### src/rtl/dma_prio_arb.sv
module dma_prio_arb #(
  parameter int NCH       = 6,
  parameter int DEMOTE_CH = 1,
  parameter int DEMOTE_BY = 2
) (
  input  logic           clk,
  input  logic           rst_n,
  input  logic [NCH-1:0] req,
  input  logic [1:0]     order_sel,
  input  logic           grp_en,
  input  logic           addr_err,
  input  logic           xfer_done,
  output logic [NCH-1:0] grant,
  output logic           grant_vld
);
  localparam int PW = (NCH > 1) ? $clog2(NCH) : 1;

  logic [NCH-1:0] grant_q;
  logic [NCH-1:0] pick;
  logic [PW-1:0]  ptr;
  logic [PW-1:0]  gidx;
  logic [PW-1:0]  ptr_nxt;
  logic           open_gate;
  logic           rr_mode;
  logic           alt_mode;

  assign open_gate = grp_en & ~addr_err;
  assign rr_mode   = (order_sel == 2'b11);
  assign alt_mode  = (order_sel == 2'b01);
  assign grant     = open_gate ? grant_q : '0;
  assign grant_vld = |grant;

  function automatic logic [PW-1:0] rank_to_ch(input logic alt, input int k);
    int c;
    c = k;
    if (alt) begin
      if (k >= DEMOTE_CH && k < DEMOTE_CH + DEMOTE_BY) c = k + 1;
      else if (k == DEMOTE_CH + DEMOTE_BY)              c = DEMOTE_CH;
    end
    return PW'(c);
  endfunction

  always_comb begin
    logic          found;
    logic [PW:0]   sum;
    logic [PW-1:0] c;
    pick  = '0;
    found = 1'b0;
    for (int k = 0; k < NCH; k++) begin
      sum = {1'b0, ptr} + (PW+1)'(k);
      if (sum >= (PW+1)'(NCH)) sum = sum - (PW+1)'(NCH);
      c = rr_mode ? sum[PW-1:0] : rank_to_ch(alt_mode, k);
      if (!found && req[c]) begin
        pick[c] = 1'b1;
        found   = 1'b1;
      end
    end
  end

  always_comb begin
    gidx = '0;
    for (int i = 0; i < NCH; i++)
      if (grant_q[i]) gidx = PW'(i);
  end

  assign ptr_nxt = (gidx == PW'(NCH-1)) ? '0 : gidx + 1'b1;

  always_ff @(posedge clk or negedge rst_n) begin
    if (!rst_n) begin
      grant_q <= '0;
      ptr     <= '0;
    end else if (!open_gate) begin
      grant_q <= '0;
    end else if (grant_q != '0) begin
      if (xfer_done) begin
        grant_q <= '0;
        ptr     <= ptr_nxt;
      end
    end else begin
      grant_q <= pick;
    end
  end
endmodule


### config.mk
export PLATFORM = sky130hd
export DESIGN_NAME = dma_prio_arb
export DESIGN_NICKNAME = d
export VERILOG_FILES = /design/src/rtl/dma_prio_arb.sv
export SDC_FILE = /design/constraint.sdc
export NUM_CORES = 1
export LEC_CHECK = 0
export CAP_MARGIN = 15
export CELL_PAD_IN_SITES_DETAIL_PLACEMENT = 0
export CELL_PAD_IN_SITES_GLOBAL_PLACEMENT = 1
export CORE_UTILIZATION = 31
export CTS_BUF_LIST = sky130_fd_sc_hd__clkbuf_4 sky130_fd_sc_hd__clkbuf_8
export CTS_CLUSTER_DIAMETER = 200
export DETAILED_ROUTE_END_ITERATION = 12
export PLACE_DENSITY_LB_ADDON = 0.1
export SYNTH_ARGS = -nofsm -noshare
export SYNTH_HDL_FRONTEND = slang
export SYNTH_SLANG_ARGS = --single-unit
### constraint.sdc
create_clock -name clk -period 4.3 [get_ports clk]
set_clock_uncertainty 0.1 [all_clocks]
set_input_delay 0.43 -clock clk [delete_from_list [all_inputs] [get_ports clk]]
set_output_delay 0.43 -clock clk [all_outputs]
set_load 0.02 [all_outputs]
==> qor.yml <==
global_route:
  grt_max_degree: 30
  antenna_found_initial: 0
  gr-usage-all-layers_pct: 22.61
  grt_pass1_wl_mm: 10.56
  grt_overflow: 0
  grt_pass1_vias: 1923
place:
  io_buffers: 19
  gp_congestion: 0.8440
  hpwlAfterDp_mm: 4.934
cts:
  post_cts_buffers: 0
  holdBufCountCts: 0
  clockBufferDepth: 2
  cts_max_level: 1
  insertion_delay_ns: 0.23
  clkTransAtPathRegs_ns: 0.05
  cts_root_buffer: "clkbuf_8"
  cts_tree: "yes"
  clock-sinks: 9
  cts_resized: 0
  numCtsBuffers: 3
timing:
  hold_ws_ns: 0.4203
  min_period_over_period_pct: 78.49
  drv_slew: 0
  min_period_ns: 3.375
  setup_viol: 0
  maxSlewHeadroom_pct: 55.88
  finalHoldViolCount: 0
  fin_setup_tns_ns: 0
  rsz0062_at_grt: "false"
  fmax_mhz: 296.3
  worstMarginPinSlew_ns: 0.6568
yosys:
  synth_area_per_cell_um2: 7.125
  synthesis.nets: 269
  netlist_instances: 249
  synth_flop_cell: "dfrtp_1"
  synth_top_cell_area_share_pct: 12.69
  synth_cell_type_count: 59
  netlist_area_um2: 1774
  yosysTopAreaCell: "dfrtp_1"
  synth_edf_count: 0
  synth_warnings: 0
  yosysSeqAreaShare_pct: 12.69
  yosys-top-cells-area: "dfrtp_1, nand2_1, nor2_1, ha_1, mux2i_1"
  ys_seq_elements: 9
  async_flop_share_pct: 100.0
routing:
  drtAntennaViolNets: 0
  drc: 0
  via_per_inst: 5.884
  dr.pass1.iters: 4
  wl_per_cell_um: 19.26
  drt_iter0_drc: 177
  vias: 1977
  drt_wl_total_mm: 6.470
floorplan:
  die_h_um: 77.65
  die-area_um2: 6030
  die-width_um: 77.65
  coreArea_um2: 5507
  start_util_pct: 32.22
  fp-row-count: 27
  ioPinCount: 20
worst_setup_path:
  worstPathArrival_ns: 3.43
  r2r_setup_slack_ns: 0.92
  end_kind: "flop"
  worstSetupPathType: "reg2reg"
  worstSetupStartpointType: "flop"
  timing.rr.start: "ptr[0]"
  path_max_fanout: 15
  ff2ff_path_depth: 9
  cp_data_required_time_ns: 4.35
  rr_endpoint: "grant_q[0]"
run_status:
  status: "finished clean"
power_and_ir_drop:
  cellLeakagePower_nw: 0.8024
  p_per_area_nw_per_um2: 414.3
  ir_worst_vdd_v: 0.0002033
finish:
  final_cell_mix: "nand2_1, nor2_1, clkdlybuf4s50_1"
  drive_gt1_share_pct: 10.23
  num_antenna_cells: 0
  area_growth_pct: 16.08
  layout_commonest_cell: "nand2_1"
  nNetsFinal: 285
job:
  maxCapViolations: 0
hold_path:
  min_path_type: "in2async"
==> Yosys cell counts (3+ instances only) <==
cell type / instances
o21ai_0: 12
o31ai_1: 5
and3_1: 4
a31o_2: 3
inv_1: 11
nand2b_1: 4
a21o_1: 4
nor2b_1: 5
mux2_2: 3
nor2_1: 28
a21oi_1: 11
nand4_1: 4
ha_1: 7
buf_2: 5
clkbuf_1: 4
nand2_1: 30
mux2i_1: 7
nor3_1: 10
buf_6: 3
xnor2_1: 3
and2_1: 8
a211oi_1: 3
a31oi_1: 7
dfrtp_1: 9
a32oi_1: 4
nand3_1: 9
==> state kept, by name, indices dropped and copies added (netlist names) <==
name,count
grant_q,6
ptr,3
==> worst max-delay path by stage <==
stage,slack (ns),end,startpoint,cells past startpoint
after detailed placement,0.76,grant_q[0],order_sel[0],9
after global routing,0.73,grant_q[0],ptr[0],9
after floorplan,1.33,grant_q[0],ptr[0],12
after CTS,0.98,grant_q[0],ptr[0],10
final,0.92,grant_q[0],ptr[0],9
after global placement,0.85,grant_q[0],order_sel[0],9
==> report_power, final <==
part | internal, mW | leakage [nW] | switching [mW]
Clock | 0.0710 | 0.0262 | 0.0341
Combinational | 0.232 | 0.654 | 0.403
Sequential | 0.0984 | 0.123 | 0.0150
==> metal layers <==
metal  wire length [um]  share of wire [%]  track usage [%]  vias up
li1                   -                  -                -      965
met4                127                2.0            7.736        0
met5                  0                  0                0        -
met3                287                4.4            1.412       10
met2               3135                 48            38.41       60
met1               2919                 45            30.11      942
==> logic make-up after synthesis <==
kind of cell    synth area share [%]
simple gates                   33.36
compound gates                 32.51
buf+inv                        6.487
mux                            7.123
flops                          12.69
fa+ha+maj                      4.936
xor+xnor                       2.892
==> layout make-up <==
cell class              count  area (um^2)
fillers                   630         3447
multi-input cells         217         1434
flip-flops and latches      9        225.2
well taps                  72        90.09
inverters                  11        41.29
clock buffers               4        48.80
repair buffers             23        220.2
==> worst max-delay path, cell delays in order, from the launching register on <==
cell and delay [ns]:
dfrtp_1 0.37, inv_1 0.25, ha_1 0.46, nor3_1 0.63, nor3_1 0.10, o21a_1 0.23, a31oi_1 0.45, a41oi_1 0.27
nand4b_1 0.24, a31oi_1 0.18
==> metrics by stage <==
stage          utilization, %  setup slack [ns]  area (um^2)  instances  total power [mW]
5_1_grt                 37.40            0.7314         2059        336            0.9268
6_report                37.40            0.9248         2059        336            0.8533
3_5_place_dp            36.51            0.7556         2011        332            0.7450
3_3_place_gp            36.51            0.8465         2011        332            0.7500
2_1_floorplan               -             1.331         1774        249            0.5811
4_1_cts                 37.40            0.9798         2059        336            0.8556
Note: power is estimated with default switching activity, not from simulation.
